--- config.mk ---
export PLATFORM = sky130hd
export DESIGN_NAME = lin_brk_tx
export DESIGN_NICKNAME = d
export VERILOG_FILES = /design/src/rtl/lin_brk_tx.sv
export SDC_FILE = /design/constraint.sdc
export NUM_CORES = 1
export LEC_CHECK = 0
export ABC_AREA = 0
export BUFFER_PORTS_ARGS = -buffer_cell sky130_fd_sc_hd__buf_4
export CAP_MARGIN = 20
export CORE_MARGIN = 4
export CORE_UTILIZATION = 50
export CTS_CLUSTER_DIAMETER = 60
export DETAILED_ROUTE_END_ITERATION = 8
export GPL_ROUTABILITY_DRIVEN = 0
export GPL_TIMING_DRIVEN = 0
export PLACE_DENSITY_LB_ADDON = 0.15
export SLEW_MARGIN = 10
export SYNTH_ARGS = -nofsm -noshare
export SYNTH_HDL_FRONTEND = slang
export SYNTH_SLANG_ARGS = --single-unit
--- constraint.sdc ---
create_clock -name clk -period 2.8 [get_ports clk]
set_input_delay 0.28 -clock clk [delete_from_list [all_inputs] [get_ports clk]]
set_output_delay 0.28 -clock clk [all_outputs]
set_load 0.01 [all_outputs]
--- src/rtl/lin_brk_tx.sv ---
module lin_brk_tx #(
  parameter int DATA_W  = 8,
  parameter int BRK_LEN = 13
) (
  input  logic              clk,
  input  logic              rst_n,
  input  logic              bit_tick,
  input  logic              lin_mode,
  input  logic              wr_valid,
  input  logic [DATA_W-1:0] wr_data,
  output logic              wr_ready,
  input  logic              brk_req,
  output logic              tx,
  output logic              busy,
  output logic              brk_done
);
  localparam int FRAME_W = DATA_W + 2;
  localparam int MAXC    = (FRAME_W > BRK_LEN) ? FRAME_W : BRK_LEN;
  localparam int CNT_W   = $clog2(MAXC);

  typedef enum logic [1:0] {S_IDLE, S_DATA, S_BRK, S_DELIM} st_t;

  st_t               st;
  logic [FRAME_W-1:0] sh;
  logic [CNT_W-1:0]  cnt;
  logic [DATA_W-1:0] hold_d;
  logic              hold_v, brk_pend, done_r;
  logic              free, go_brk, go_data;

  assign free    = bit_tick && (st == S_IDLE || st == S_DELIM ||
                   (st == S_DATA && cnt == CNT_W'(FRAME_W - 1)));
  assign go_brk  = free && brk_pend && lin_mode;
  assign go_data = free && !go_brk && hold_v;

  always_ff @(posedge clk) begin
    if (!rst_n) begin
      st       <= S_IDLE;
      sh       <= '1;
      cnt      <= '0;
      hold_d   <= '0;
      hold_v   <= 1'b0;
      brk_pend <= 1'b0;
      done_r   <= 1'b0;
    end else begin
      done_r   <= bit_tick && st == S_DELIM;
      brk_pend <= lin_mode && ((brk_pend && !go_brk) || brk_req);
      if (wr_valid && !hold_v) begin
        hold_v <= 1'b1;
        hold_d <= wr_data;
      end else if (go_data) begin
        hold_v <= 1'b0;
      end
      if (go_brk) begin
        st  <= S_BRK;
        cnt <= '0;
      end else if (go_data) begin
        st  <= S_DATA;
        cnt <= '0;
        sh  <= {1'b1, hold_d, 1'b0};
      end else if (free) begin
        st <= S_IDLE;
      end else if (bit_tick) begin
        case (st)
          S_DATA: begin
            sh  <= {1'b1, sh[FRAME_W-1:1]};
            cnt <= cnt + 1'b1;
          end
          S_BRK: begin
            if (cnt == CNT_W'(BRK_LEN - 1)) st <= S_DELIM;
            else cnt <= cnt + 1'b1;
          end
          default: ;
        endcase
      end
    end
  end

  assign tx       = (st == S_DATA) ? sh[0] : (st != S_BRK);
  assign busy     = (st != S_IDLE);
  assign wr_ready = !hold_v;
  assign brk_done = done_r;
endmodule

== Word-level counts from Yosys, hierarchy flattened ==
Cells that the tools add are included.
Word-level totals
  register bits: 27
  word-level logic and storage cells: 68
Operators by class
  add/subtract/negate cells: 1
  bitwise gates (word level): 3
  eq/ne operators: 8
  reductions and logical operators: 33
  mux-type cells: 15
Operators with widths (number)
  $mux W10: 4
  $mux W2: 6
  $reduce_bool A4 Y1: 3
  $logic_and A1 B1 Y1: 10
  $reduce_bool A2 Y1: 5
  $reduce_bool A3 Y1: 3
  $eq A4 B4 Y1 const B: 2
  $pmux W4 S2: 1
  $reduce_and A4 Y1: 2
  $reduce_and A3 Y1: 2
  $add A4 B1 Y4 const B: 1
  $eq A2 B2 Y1 const B: 2
  $mux W4: 1
  $ne A2 B2 Y1 const B: 2
  $logic_or A1 B1 Y1: 3
  $mux W1: 3
  $not A1 Y1: 3
  $reduce_or A3 Y1: 1
  $eq A2 B1 Y1 const B: 1
  $logic_not A1 Y1: 2
  $logic_not A2 Y1: 1
  $ne A2 B1 Y1 const B: 1
  $reduce_or A2 Y1: 1

== Longest topological paths before layout ==
Gate-level depths: netlist of the first run.
  word-level depth: 11
  mapped depth: 7
  gate-level depth less buffers: 6

== Worst setup path after synthesis of the first run ==
Ideal clock, no wire load.
  path type: reg-to-reg
  start: register st[0]
  end: register sh[1]
  slack: 1048 ps
  setup time: 153 ps
  data arrival time: 1599 ps
  path buffers: 1
  cell stages (with the launch flop): 7
  cell sequence: dfxtp_1 -> inv_1 -> ha_1 -> buf_4 -> a211oi_4 -> mux2i_1 -> a22oi_1
Between the ends
  word-level cells in the longest chain between the ends: 11
  elaborated cells on any way between the ends: 18
  classes of those cells: eq/ne: 3; mux: 1; bitwise: 1; reduce/logical: 13
Ends and longest elaborated chain
  from (decl): line 23  | st_t st;
  from (signal assigned): line 37  | st <= S_IDLE;
  from (signal assigned): line 54  | st <= S_BRK;
  from (signal assigned): line 57  | st <= S_DATA;
  $eq A2 B2 Y1 (tied with other cells): line 30  | assign free = bit_tick && (st == S_IDLE || st == S_DELIM ||
  $logic_or A1 B1 Y1 / $logic_and A1 B1 Y1 (equally long branches): line 30, 31
  $logic_or A1 B1 Y1: line 30
  $logic_and A1 B1 Y1: line 30
  $logic_and A1 B1 Y1 (2 in a row): line 32  | assign go_brk = free && brk_pend && lin_mode;
  $logic_not A1 Y1: line 33  | assign go_data = free && !go_brk && hold_v;
  $logic_and A1 B1 Y1 (2 in a row): line 33
  $ne A2 B1 Y1 (no line) / $reduce_bool A2 Y1 (equally long branches)
  $reduce_and A4 Y1 (no line)
  to (signal assigned): line 59  | sh <= {1'b1, hold_d, 1'b0};
  to (signal assigned): line 65  | sh <= {1'b1, sh[FRAME_W-1:1]};
  to (decl): line 24  | logic [FRAME_W-1:0] sh;
Several ways; a longest one is shown, not always the timed one.
A chain may end at the register's enable or synchronous reset.

== Worst setup path in the final report of the first run ==
Ends and elaborated chain as after synthesis.

==> results of run 1 <==
-- per-layer routing --
metal / GRT usage / up-vias / wire length (um)
met4: 0.0530 / 0 / 18
li1: - / 494 / -
met5: 0 / - / 0
met3: 0.0245 / 2 / 97
met1: 0.195 / 446 / 1180
met2: 0.240 / 16 / 1050
-- flip-flops by register name, summed over array words and instances, names as in the netlist --
name,cells
brk_pend,1
st,2
sh,9
brk_done,1
cnt,4
hold_v,1
hold_d,8
-- synthesized netlist by cell type, drive strengths merged, types with 2 or more instances --
cell type	number
a21o	2
or3	2
a22oi	7
o21ai	7
o221a	2
buf	2
nor2	20
nor3	2
nand2	2
a21oi	5
clkbuf	2
nand4	2
dfxtp	26
inv	12
mux2i	17
ha	7
-- report_power, final --
part / switching (mW) / internal, mW / leakage, nW
Sequential: 0.0174 / 0.394 / 0.213
Clock: 0.116 / 0.145 / 0.0279
Combinational: 0.0957 / 0.0826 / 0.414
-- through the flow --
step	power (mW)	utilization
after floorplan	0.544	-
after global placement	0.591	0.609
after detailed placement	0.598	0.609
after CTS	0.858	0.632
after global routing	0.898	0.632
final	0.851	0.632
-- worst max path at each step --
stage	from	to	slack (ns)
floorplan	st[0]	sh[1]	1.05
global placement	st[0]	sh[5]	0.82
detailed placement	st[0]	sh[1]	0.71
CTS	st[0]	sh[1]	0.68
global route	st[0]	sh[4]	0.41
finish	st[0]	sh[1]	0.71
-- area by class of cell --
cell class | count | area, um2
multi-input combinational | 88 | 658
sequential | 26 | 520
clock inverter | 1 | 30.0
buffer | 4 | 20.0
clock buffer | 3 | 22.5
timing repair buffer | 16 | 120
tap | 28 | 35.0
fill | 213 | 846
inverter | 12 | 45.0
-- worst max-delay path: stages (launching register included) --
cell and delay [ns]:
dfxtp_1 0.41, inv_1 0.08, ha_1 0.29, buf_4 0.16, inv_1 0.07, o21ai_0 0.11
nor3_1 0.62, a22oi_1 0.20
-- logic make-up (layout without fill, tap and decap cells) --
| family | count (synthesis) | in the layout | synth area share |
|---|---|---|---|
| XOR/XNOR | 1 | 1 | 0.00704 |
| AO/OA/AOI/OAI | 29 | 29 | 0.174 |
| buffers and inverters | 16 | 36 | 0.0523 |
| AND/OR/NAND/NOR | 34 | 34 | 0.141 |
| multiplexers | 17 | 17 | 0.137 |
| flip-flops | 26 | 26 | 0.419 |
| adder cells (fa/ha/maj) | 7 | 7 | 0.0704 |
-- placed cells by master, fill, tap and decap left out, types with 3 or more instances in the layout --
master    netlist  final
dfxtp_1        26     26
nor2_1         20     20
mux2i_1        17     17
buf_4           1     17
inv_1          12     12
o21ai_0         7      7
a22oi_1         7      7
ha_1            7      7
a21oi_1         5      5
clkbuf_4        0      3
==> metrics.csv, run 1 <==
metric,value,unit
place_ws,0.712,ns
dpl_cell_area,1400,um2
final_nets,172,
start_util,0.541,
slew-limit-headroom,0.476,
period_needed,2.09,ns
outcome,"finished, final reports clean",
worst_r2r_path_depth,7,
start_kind,register,
vias,958,
clk_latency,0.32,ns
min_to,brk_pend,
worstHoldPathType,input pin to register,
antenna_left,0,
syn_inst,130,
cts_sinks,26,
synth-edff-count,0,
worstPathArrival,2.27,ns
placed_cells,174,
cts_root_buf,clkbuf_4,
first_iter_violations,14,
antenna_found_initial,0,
fp.dieH,57.9,um
worst_hold_startpoint,brk_req,
tritoncts,done,
drive_above_1_share,0.187,
clkTransAtPathRegs,0.15,ns
final.setup.tns,0,ns
final_area,1450,um2
drv_slew,0,
crit_required,2.98,ns
holdPathStages,3,
dieArea,3350,um2
synth_cell_types,30,
synth.ff_latch_count,26,
rrSetupSlack,0.71,ns
r2r_end,sh[1],
async_flop_share,0,
cts_resized,0,
worstReg2RegStart,st[0],
layout_setup_ws,0.714,ns
yosys-top-cells-area,"dfxtp_1 42%, mux2i_1 14%, ha_1 7.0%",
post_cts_buffers,0,
drc,0,
critPathMaxFanout,7,
numPortBuffers,16,
setup_viol,0,
dp_hpwl,1710,um
die_w,57.9,um
synth_area_per_cell,9.57,um2
clock_path_buffers,2,
worstMarginPinSlew,0.781,ns
power_density,586,nW/um2
syn_area,1240,um2
first_pass_iters,4,
grt_pass1_vias,938,
finalHoldWorstSlack,0.155,ns
maxCapViolations,0,
coreArea,2300,um2
wl_per_cell,13.2,um
synth_flop_cell,dfxtp_1,
ys_seq_area_frac,0.419,
end_kind,register,
finalHoldViolCount,0,
rsz0062_at_grt,no,
ir_drop,0.000356,V
synth_nets,151,
grt_pass1_wl,3950,um
viasPerCell,5.38,
n_antenna_cell,0,
finClkSkew,0.00221,ns
static-leakage-power,0.655,nW
syn_to_final_growth,16.7,%
grt_usage,0.147,
finalWirelength,2350,um
htreeDepth,1,
fmax,479,MHz
min_period_over_period,0.745,
fin_cells,178,
synth_top_area_frac,0.419,
holdBufCountCts,0,
worstSetupPathType,register to register,
yosysTopAreaCell,dfxtp_1,
io_pins,18,
cts_made_buffers,3,
grt-ovfl-total,0,
grt_max_degree,16,
rows,17,
ys_warn_count,0,
No activity file was read; power rests on OpenSTA's default activity.
==> run 2: changes to the inputs <==
==> constraint.sdc (replaced) <==
create_clock -name clk -period 2.1 [get_ports clk]
set_input_delay 0.21 -clock clk [delete_from_list [all_inputs] [get_ports clk]]
set_output_delay 0.21 -clock clk [all_outputs]
set_load 0.01 [all_outputs]
==> metrics.csv, run 2 (synthesis results as in run 1) <==
metric,value,unit,change
io_pins,18,,unchanged
clkTransAtPathRegs,0.14,ns,about the same
maxCapViolations,0,,unchanged
final.setup.tns,0,ns,unchanged
worstPathArrival,2.08,ns,-0.19 ns
worstHoldPathType,input pin to register,,
ir_drop,0.000491,V,+38%
final_nets,173,,+0.58%
grt_pass1_wl,3950,um,unchanged
grt_usage,0.147,,unchanged
drive_above_1_share,0.199,,+0.0120
dp_hpwl,1710,um,unchanged
period_needed,1.88,ns,-0.211 ns
n_antenna_cell,0,,unchanged
viasPerCell,5.37,,-0.25%
drc,0,,unchanged
tritoncts,done,,
fmax,533,MHz,+11%
antenna_left,0,,unchanged
clk_latency,0.32,ns,about the same
finClkSkew,0.00652,ns,+0.00431 ns
first_iter_violations,31,,+17
rows,17,,unchanged
grt-ovfl-total,0,,unchanged
syn_to_final_growth,18.7,%,
first_pass_iters,4,,unchanged
worstSetupPathType,register to register,,
critPathMaxFanout,5,,-2
die_w,57.9,um,unchanged
drv_slew,0,,unchanged
largest_register_ffs,9,,unchanged
start_util,0.541,,unchanged
antenna_found_initial,0,,unchanged
wl_per_cell,13.1,um,-0.60%
vias,961,,+0.31%
start_kind,register,,
placed_cells,174,,unchanged
top_regs,"sh x9, hold_d x8, cnt x4",,
mostFrequentLayoutCell,dfxtp_1,,
power_density,771,nW/um2,+32%
outcome,"finished, final reports clean",,
cts_made_buffers,3,,unchanged
finalHoldViolCount,0,,unchanged
crit_required,2.30,ns,-0.68 ns
grt_pass1_vias,938,,unchanged
clock_path_buffers,2,,unchanged
fin_cells,179,,+0.56%
grt_max_degree,16,,unchanged
htreeDepth,1,,unchanged
dieArea,3350,um2,unchanged
setup_viol,0,,unchanged
numPortBuffers,16,,unchanged
cts_sinks,26,,unchanged
end_kind,register,,
finalWirelength,2350,um,about the same
cts_root_buf,clkbuf_4,,
slew-limit-headroom,0.613,,+0.137
holdBufCountCts,0,,unchanged
worstMarginPinSlew,0.574,ns,-0.206 ns
coreArea,2300,um2,unchanged
top_register,sh,,
fp.dieH,57.9,um,unchanged
rsz0062_at_grt,no,,
min_period_over_period,0.893,,+0.148
static-leakage-power,0.664,nW,+1.4%
final_cell_mix,"26 x dfxtp_1, 20 x nor2_1, 17 x mux2i_1, 17 x buf_4, 12 x inv_1",,
-- run 2: report_power, final --
part           switching [mW]  total, mW  internal, mW
clock network           0.150      0.343         0.193
logic                   0.131      0.247         0.116
registers              0.0234      0.549         0.526
total                   0.304       1.14         0.835
-- run 2: what timing repair did --
| item | CTS | global route |
|---|---|---|
| gates resized for setup | 1 | 0 |
| gates cloned | 0 | 0 |
| endpoints found under the setup margin | 2 | 3 |
| setup buffers | 0 | 1 |
| pin swaps | 0 | 1 |
-- run 2: per-layer routing --
metal	track usage	part of all wire	up-vias
met4	0.0530	0.0077	0
li1	-	-	496
met5	0	0	-
met3	0.0245	0.038	2
met2	0.240	0.44	14
met1	0.195	0.51	449
-- run 2: per-stage QoR --
step           utilization  power (mW)  instance area, um2  hold slack [ns]  setup slack (ns)
2_1_floorplan            -       0.726                1240            0.327             0.348
3_3_place_gp         0.609       0.788                1400            0.415             0.121
3_5_place_dp         0.609       0.797                1400            0.426            0.0118
4_1_cts              0.634        1.15                1460           0.0756             0.140
5_1_grt              0.643        1.21                1480           0.0952            0.0349
6_report             0.643        1.14                1480           0.0990             0.225
-- run 2: critical path, stage by stage, from the launching register on --
cell and delay (ns):
dfxtp_1 0.37, inv_1 0.08, ha_1 0.27, nand4b_4 0.17, a21o_1 0.26, o21ai_0 0.50, nor2_1 0.11
-- run 2: worst paths after layout --
check / start / endpoint / cells after the start / slack, ns
max: st[1] / cnt[1] / 6 / 0.22
min: brk_req / brk_pend / 3 / 0.1
max reg2reg: st[1] / cnt[1] / 6 / 0.22
min reg2reg: hold_d[4] / hold_d[4] / 2 / 0.52
-- run 2: area by class of cell --
| cell class | instances | area [um2] |
|---|---|---|
| repair buffers | 17 | 140 |
| well taps | 28 | 35.0 |
| clock buffers | 3 | 22.5 |
| inverters | 12 | 45.0 |
| clock inverters | 1 | 30.0 |
| multi-input cells | 88 | 663 |
| fillers | 212 | 821 |
| plain buffers | 4 | 20.0 |
| flip-flops and latches | 26 | 520 |
